File: config.mk
export PLATFORM = sky130hd
export DESIGN_NAME = spi_rom_target
export DESIGN_NICKNAME = d
export VERILOG_FILES = /design/src/rtl/spi_rom_pkg.sv /design/src/rtl/spi_rom_sync.sv /design/src/rtl/spi_rom_array.sv /design/src/rtl/spi_rom_ctrl.sv /design/src/rtl/spi_rom_target.sv
export SDC_FILE = /design/constraint.sdc
export NUM_CORES = 1
export LEC_CHECK = 0
export ABC_AREA = 1
export BUFFER_PORTS_ARGS = -buffer_cell sky130_fd_sc_hd__clkbuf_2
export CAP_MARGIN = 20
export CORE_MARGIN = 4
export CORE_UTILIZATION = 46
export DETAILED_ROUTE_END_ITERATION = 12
export PLACE_DENSITY = 0.69
export SYNTH_ARGS = -nofsm -noshare
export SYNTH_HDL_FRONTEND = slang
export SYNTH_SLANG_ARGS = --single-unit
File: constraint.sdc
create_clock -name clk -period 2.3 [get_ports clk]
set_input_delay 0 -clock clk [delete_from_list [all_inputs] [get_ports clk]]
set_output_delay 0 -clock clk [all_outputs]
set_load 0.01 [all_outputs]
File: src/rtl/spi_rom_pkg.sv
// Shared types and constants for the serial ROM target.
// Assumes: byte-wide memory, three-byte identification sequence.
package spi_rom_pkg;

    typedef enum logic [2:0] {
        PH_OPCODE,
        PH_ADDR,
        PH_DUMMY,
        PH_DATA,
        PH_IDENT,
        PH_STANDBY,
        PH_DONE
    } phase_t;

    localparam logic [7:0] OP_READ  = 8'h03;
    localparam logic [7:0] OP_FAST  = 8'h0B;
    localparam logic [7:0] OP_IDENT = 8'h9F;
    localparam int         ID_LEN   = 3;

    // Identification byte at position idx.
    function automatic logic [7:0] ident_byte(input logic [1:0] idx);
        case (idx)
            2'd0:    return 8'hAE;
            2'd1:    return 8'h41;
            default: return 8'h15;
        endcase
    endfunction

    // Memory content at array index i.
    function automatic logic [7:0] rom_byte(input int i);
        logic [7:0] x;
        x = 8'(i);
        return 8'(x * 8'd37 + 8'd11);
    endfunction

endpackage

File: src/rtl/spi_rom_sync.sv
// Two-stage synchronizer for a vector of asynchronous pins.
// Assumes: each bit is independent; RST_VAL gives the idle level of each pin.
module spi_rom_sync #(
    parameter int             W       = 3,
    parameter logic [W-1:0]   RST_VAL = '0
) (
    input  logic         clk,
    input  logic         rst_n,
    input  logic [W-1:0] d,
    output logic [W-1:0] q
);
    logic [W-1:0] meta_q;
    logic [W-1:0] sync_q;

    // Resolve metastability over two flops, idle level on reset.
    always_ff @(posedge clk) begin
        if (!rst_n) begin
            meta_q <= RST_VAL;
            sync_q <= RST_VAL;
        end else begin
            meta_q <= d;
            sync_q <= meta_q;
        end
    end

    assign q = sync_q;
endmodule

File: src/rtl/spi_rom_array.sv
// Read-only byte array with computed contents and combinational read.
// Assumes: DEPTH is small enough to build as constants.
module spi_rom_array #(
    parameter int AW = 6
) (
    input  logic [AW-1:0] addr,
    output logic [7:0]    data
);
    localparam int DEPTH = 1 << AW;

    logic [7:0] mem [DEPTH];

    for (genvar g = 0; g < DEPTH; g++) begin : g_word
        assign mem[g] = spi_rom_pkg::rom_byte(g);
    end

    assign data = mem[addr];
endmodule

File: src/rtl/spi_rom_ctrl.sv
// Command decoder and serial shifter. Works on synchronized pins:
// detects serial clock edges, collects opcode/address on rising edges,
// updates the output bit on falling edges.
// Assumes: the serial clock idles low and each half period spans
// several system clocks.
module spi_rom_ctrl
    import spi_rom_pkg::*;
#(
    parameter int ADDR_W = 23,
    parameter int ROM_AW = 6
) (
    input  logic              clk,
    input  logic              rst_n,
    input  logic              cs_hi,
    input  logic              sclk_s,
    input  logic              si_s,
    input  logic [7:0]        rom_data,
    output logic [ROM_AW-1:0] rom_addr,
    output logic              so_q,
    output logic              so_en
);
    phase_t            phase_q;
    logic [2:0]        bit_q;
    logic [1:0]        nbyte_q;
    logic [1:0]        id_q;
    logic              fast_q;
    logic [6:0]        op_q;
    logic [ADDR_W-1:0] addr_q;
    logic              sclk_d;
    logic              rise;
    logic              fall;
    logic [7:0]        opcode;
    logic [7:0]        cur_byte;

    // Remember previous serial clock level for edge detection.
    always_ff @(posedge clk) begin
        if (!rst_n) sclk_d <= 1'b0;
        else        sclk_d <= sclk_s;
    end

    assign rise     = sclk_s & ~sclk_d;
    assign fall     = ~sclk_s & sclk_d;
    assign opcode   = {op_q, si_s};
    assign rom_addr = addr_q[ROM_AW-1:0];
    assign cur_byte = (phase_q == PH_IDENT) ? ident_byte(id_q) : rom_data;

    // Command phase sequencing on rising serial clock edges.
    always_ff @(posedge clk) begin
        if (!rst_n || cs_hi) begin
            phase_q <= PH_OPCODE;
            bit_q   <= '0;
            nbyte_q <= '0;
            id_q    <= '0;
            fast_q  <= 1'b0;
            op_q    <= '0;
            addr_q  <= '0;
        end else if (rise) begin
            bit_q <= bit_q + 3'd1;
            case (phase_q)
                PH_OPCODE: begin
                    op_q <= opcode[6:0];
                    if (bit_q == 3'd7) begin
                        case (opcode)
                            OP_READ:  begin phase_q <= PH_ADDR;  fast_q <= 1'b0; end
                            OP_FAST:  begin phase_q <= PH_ADDR;  fast_q <= 1'b1; end
                            OP_IDENT: phase_q <= PH_IDENT;
                            default:  phase_q <= PH_STANDBY;
                        endcase
                    end
                end
                PH_ADDR: begin
                    addr_q <= {addr_q[ADDR_W-2:0], si_s};
                    if (bit_q == 3'd7) begin
                        if (nbyte_q == 2'd2) begin
                            nbyte_q <= '0;
                            phase_q <= fast_q ? PH_DUMMY : PH_DATA;
                        end else begin
                            nbyte_q <= nbyte_q + 2'd1;
                        end
                    end
                end
                PH_DUMMY: begin
                    if (bit_q == 3'd7) phase_q <= PH_DATA;
                end
                PH_DATA: begin
                    if (bit_q == 3'd7) addr_q <= addr_q + ADDR_W'(1);
                end
                PH_IDENT: begin
                    if (bit_q == 3'd7) begin
                        if (id_q == 2'(ID_LEN - 1)) phase_q <= PH_DONE;
                        else                        id_q    <= id_q + 2'd1;
                    end
                end
                default: ;
            endcase
        end
    end

    // Output bit and enable update on falling serial clock edges.
    always_ff @(posedge clk) begin
        if (!rst_n) begin
            so_q  <= 1'b0;
            so_en <= 1'b0;
        end else if (cs_hi) begin
            so_en <= 1'b0;
        end else if (fall) begin
            so_en <= (phase_q == PH_DATA) || (phase_q == PH_IDENT);
            so_q  <= cur_byte[~bit_q];
        end
    end

    AST_BIT_ON_FALL_ONLY: assert property (@(posedge clk) disable iff (!rst_n)
        !fall |=> $stable(so_q));
    AST_DESELECT_HIZ: assert property (@(posedge clk) disable iff (!rst_n)
        cs_hi |=> !so_en);
    AST_EN_IN_OUTPUT_PHASE: assert property (@(posedge clk) disable iff (!rst_n)
        so_en |-> (phase_q inside {PH_DATA, PH_IDENT, PH_DONE}));
    AST_STANDBY_SILENT: assert property (@(posedge clk) disable iff (!rst_n)
        (phase_q == PH_STANDBY) |-> !so_en);
    AST_ID_BOUND: assert property (@(posedge clk) disable iff (!rst_n)
        (phase_q == PH_IDENT) |-> (id_q < 2'(ID_LEN)));
    AST_ADDR_STEP: assert property (@(posedge clk) disable iff (!rst_n)
        (rise && !cs_hi && phase_q == PH_DATA && bit_q == 3'd7)
        |=> (addr_q == $past(addr_q) + ADDR_W'(1)));
endmodule

File: src/rtl/spi_rom_target.sv
// Top of the serial ROM target: synchronizes the bus pins, decodes
// commands and serves bytes from the computed array.
// Assumes: serial clock at most clk/12; pad ring builds the tri-state
// driver from so and so_oe.
module spi_rom_target #(
    parameter int ADDR_W = 23,
    parameter int ROM_AW = 6
) (
    input  logic clk,
    input  logic rst_n,
    input  logic cs_n,
    input  logic sclk,
    input  logic si,
    output logic so,
    output logic so_oe
);
    logic [2:0]        pins_s;
    logic [ROM_AW-1:0] rom_addr;
    logic [7:0]        rom_data;

    spi_rom_sync #(.W(3), .RST_VAL(3'b100)) u_sync (
        .clk   (clk),
        .rst_n (rst_n),
        .d     ({cs_n, sclk, si}),
        .q     (pins_s)
    );

    spi_rom_array #(.AW(ROM_AW)) u_array (
        .addr (rom_addr),
        .data (rom_data)
    );

    spi_rom_ctrl #(.ADDR_W(ADDR_W), .ROM_AW(ROM_AW)) u_ctrl (
        .clk      (clk),
        .rst_n    (rst_n),
        .cs_hi    (pins_s[2]),
        .sclk_s   (pins_s[1]),
        .si_s     (pins_s[0]),
        .rom_data (rom_data),
        .rom_addr (rom_addr),
        .so_q     (so),
        .so_en    (so_oe)
    );
endmodule

==> flow_metrics.env <==
export IMPL_synth_distinct_cells=30
export IMPL_finalCritPeriodShare_pct=84.5
export IMPL_hold_path_cell_count=2
export IMPL_crit_cells=14
export IMPL_coreArea_um2=4380
export IMPL_run_status="finished, final reports clean"
export IMPL_holdWs_ns=0.419
export IMPL_io_pins=7
export IMPL_grt_pass1_wl_um=8440
export IMPL_cts_sinks=33
export IMPL_maxCapViolCount=0
export IMPL_ys_seq_area_share_pct=31.6
export IMPL_drive_above_1_share_pct=11.3
export IMPL_num_vias=2040
export IMPL_grt_pass1_vias=1890
export IMPL_root_buffer="clkbuf_8"
export IMPL_worstSetupStartpointType="flop"
export IMPL_syn_area_per_cell_um2=6.55
export IMPL_path_buf_inv=2
export IMPL_ff2ff_setup_slack_ns=0.36
export IMPL_cts_made_buffers=5
export IMPL_ant_nets=0
export IMPL_tritoncts="built"
export IMPL_cpLargestDelayFamily="compound AO/OA/AOI/OAI gates"
export IMPL_syn_nets=338
export IMPL_final_cell_mix="nand2_1 (70), inv_1 (39), nor2_1 (36), dfxtp_1 (33), o21ai_0 (29)"
export IMPL_syn_area_um2=2090
export IMPL_crit_arrival_ns=2.17
export IMPL_clk_pin_slew_ns=0.07
export IMPL_async_flop_share_pct=0
export IMPL_finalHoldViolCount=0
export IMPL_cp_slowest_cell="dfxtp_1"
export IMPL_tightest_slew_ns=0.522
export IMPL_grt_start_max_net_pins=14
export IMPL_post_drt_wl_per_cell_um=12.0
export IMPL_max_slew_margin_pct=64.9
export IMPL_skew_ns=0.00540
export IMPL_die_w_um=75.4
export IMPL_synthFlopType="dfxtp_1"
export IMPL_wl_um=4680
export IMPL_min_path_type="reg -> reg"
export IMPL_rsz0062_at_grt="no"
export IMPL_reg2reg_from="u_ctrl.addr_q[0]"
export IMPL_drcViolationCount=0
export IMPL_slowest_delay_ns=0.43
export IMPL_crit_type="reg -> reg"
export IMPL_setup_violations=0
export IMPL_r2r_cells=14
export IMPL_dp_hpwl_um=3500
export IMPL_fmax_mhz=514
export IMPL_setup_tns_ns=0
export IMPL_antenna_found_initial=0
export IMPL_die_h_um=75.4
export IMPL_area_delta_synth_final_pct=12.6
export IMPL_cts_resized=0
export IMPL_gp_congestion=0.855
export IMPL_layout_commonest_cell="nand2_1"
export IMPL_grt_use_total_pct=19.2
export IMPL_drt_initial_drc_count=154
export IMPL_drv_slew=0
export IMPL_fin_nets=355
export IMPL_end_kind="flop"
export IMPL_power_density_nw_per_um2=502
export IMPL_dieArea_um2=5690
export IMPL_final_fill_count=445
export IMPL_synth_seq_cells=33
export IMPL_start_util_pct=47.7
export IMPL_via_per_inst=5.24
export IMPL_cp_startpoint="u_ctrl.addr_q[0]"
export IMPL_diodes=0
export IMPL_hold_start="u_sync.meta_q[1]"
export IMPL_synth_edf_count=0
export IMPL_rows=24
export IMPL_htreeDepth=2
export IMPL_yosysWarnings=0
export IMPL_period_minus_slack_ns=1.94
export IMPL_ir_drop_mv=0.337
export IMPL_leakagePower_uw=0.00103
export IMPL_clockBufferDepth=2
export IMPL_cp_max_fo=7
export IMPL_synthCells=319
export IMPL_cp_data_required_time_ns=2.53
export IMPL_dr_pass1_iters=5
export IMPL_crit_chain="inv_1 -> ha_1 -> inv_1 -> nand2_1 -> nand2_1 -> o21ai_0 -> o21ai_0 -> a21oi_1 -> nand2_1 -> nand2_1 -> a21oi_1 -> nand2_1 -> nand2_1 -> a21oi_2"
export IMPL_grt_overflow_total=0
export IMPL_clkLatencyLatePin_ns=0.29
export IMPL_crit_top_cell="nand2_1"
export IMPL_io_buffers=6
==> per-layer routing <==
layer | vias to the layer above | track usage [%] | routed length [um]
li1 | 1071 | - | -
met1 | 906 | 26.2 | 2290
met5 | - | 0 | 0
met4 | 0 | 5.63 | 55
met2 | 57 | 30.4 | 2100
met3 | 6 | 4.22 | 229
==> layout make-up <==
cell class	count	area, um^2	share of cell area (%)
clock inverters	1	30.0	1.28
inverters	48	180	7.66
repair buffers	15	113	4.78
flip-flops and latches	33	661	28.1
well taps	52	65.1	2.76
clock buffers	7	86.3	3.67
multi-input cells	233	1220	51.8
==> registers in the layout, summed over array words and instances (netlist names) <==
name	cells
u_ctrl.op_q	7
u_ctrl.sclk_d	1
u_ctrl.bit_q	3
u_sync.q	3
u_sync.meta_q	3
u_ctrl.id_q	2
u_ctrl.fast_q	1
u_ctrl.nbyte_q	2
u_ctrl.addr_q	6
u_ctrl.phase_q	3
u_ctrl.so_q	1
u_ctrl.so_en	1
==> metrics by stage <==
stage | instances | total power (uW) | instance area [um^2] | util [%] | setup WS (ns)
after floorplan | 319 | 610 | 2090 | - | 0.550
after global placement | 375 | 620 | 2180 | 49.7 | 0.415
after detailed placement | 375 | 620 | 2180 | 49.7 | 0.366
after CTS | 389 | 1200 | 2350 | 53.7 | 0.359
after global routing | 389 | 1230 | 2350 | 53.7 | 0.0452
final | 389 | 1180 | 2350 | 53.7 | 0.356
==> logic make-up (layout without fill, tap and decap cells) <==
| logic type | after synthesis | count (layout) | synth area share, % |
|---|---|---|---|
| AO/OA/AOI/OAI | 71 | 71 | 18.7 |
| AND/OR/NAND/NOR | 146 | 146 | 30.4 |
| adder cells (fa/ha/maj) | 14 | 14 | 8.38 |
| XOR/XNOR | 2 | 2 | 0.838 |
| flip-flops | 33 | 33 | 31.6 |
| buffers and inverters | 53 | 71 | 10.1 |
==> tightest hold or removal path: cells and delay by family (launching register included) <==
family | cells | cell delay (ns)
DFF | 1 | 0.31
buffers and inverters | 1 | 0.04
and+or+nand+nor | 1 | 0.05
==> worst paths after layout <==
path | to
worst min register to register | u_sync.q[1]
worst min-delay path | u_sync.q[1]
worst max-delay path | u_ctrl.so_q
worst max register to register | u_ctrl.so_q
==> synthesized netlist by cell type (3+ instances only) <==
master	n	share of area [%]
nand2_1	70	13
nand2_2	3	0.90
o21ai_0	29	6.9
inv_1	39	7.0
o21ai_1	5	1.2
nand3_1	21	5.0
ha_1	14	8.4
inv_2	9	1.6
nand4_1	4	1.2
o211ai_1	4	1.4
a31oi_1	4	1.2
nor3_1	3	0.72
nor2_1	36	6.5
a21oi_1	24	5.7
dfxtp_1	33	32
==> report_power, final <==
group,leakage [uW],switching [uW],internal (uW)
logic,0.000705,18.4,15.7
registers,0.000267,3.36,578
clock network,0.0000585,213,353
==> timing repair <==
item | CTS | global route
buffers inserted | 0 | 0
endpoints found under the hold margin | 6 | 0
hold buffers | 6 | 0
Note: power is estimated with default switching activity, not from simulation.
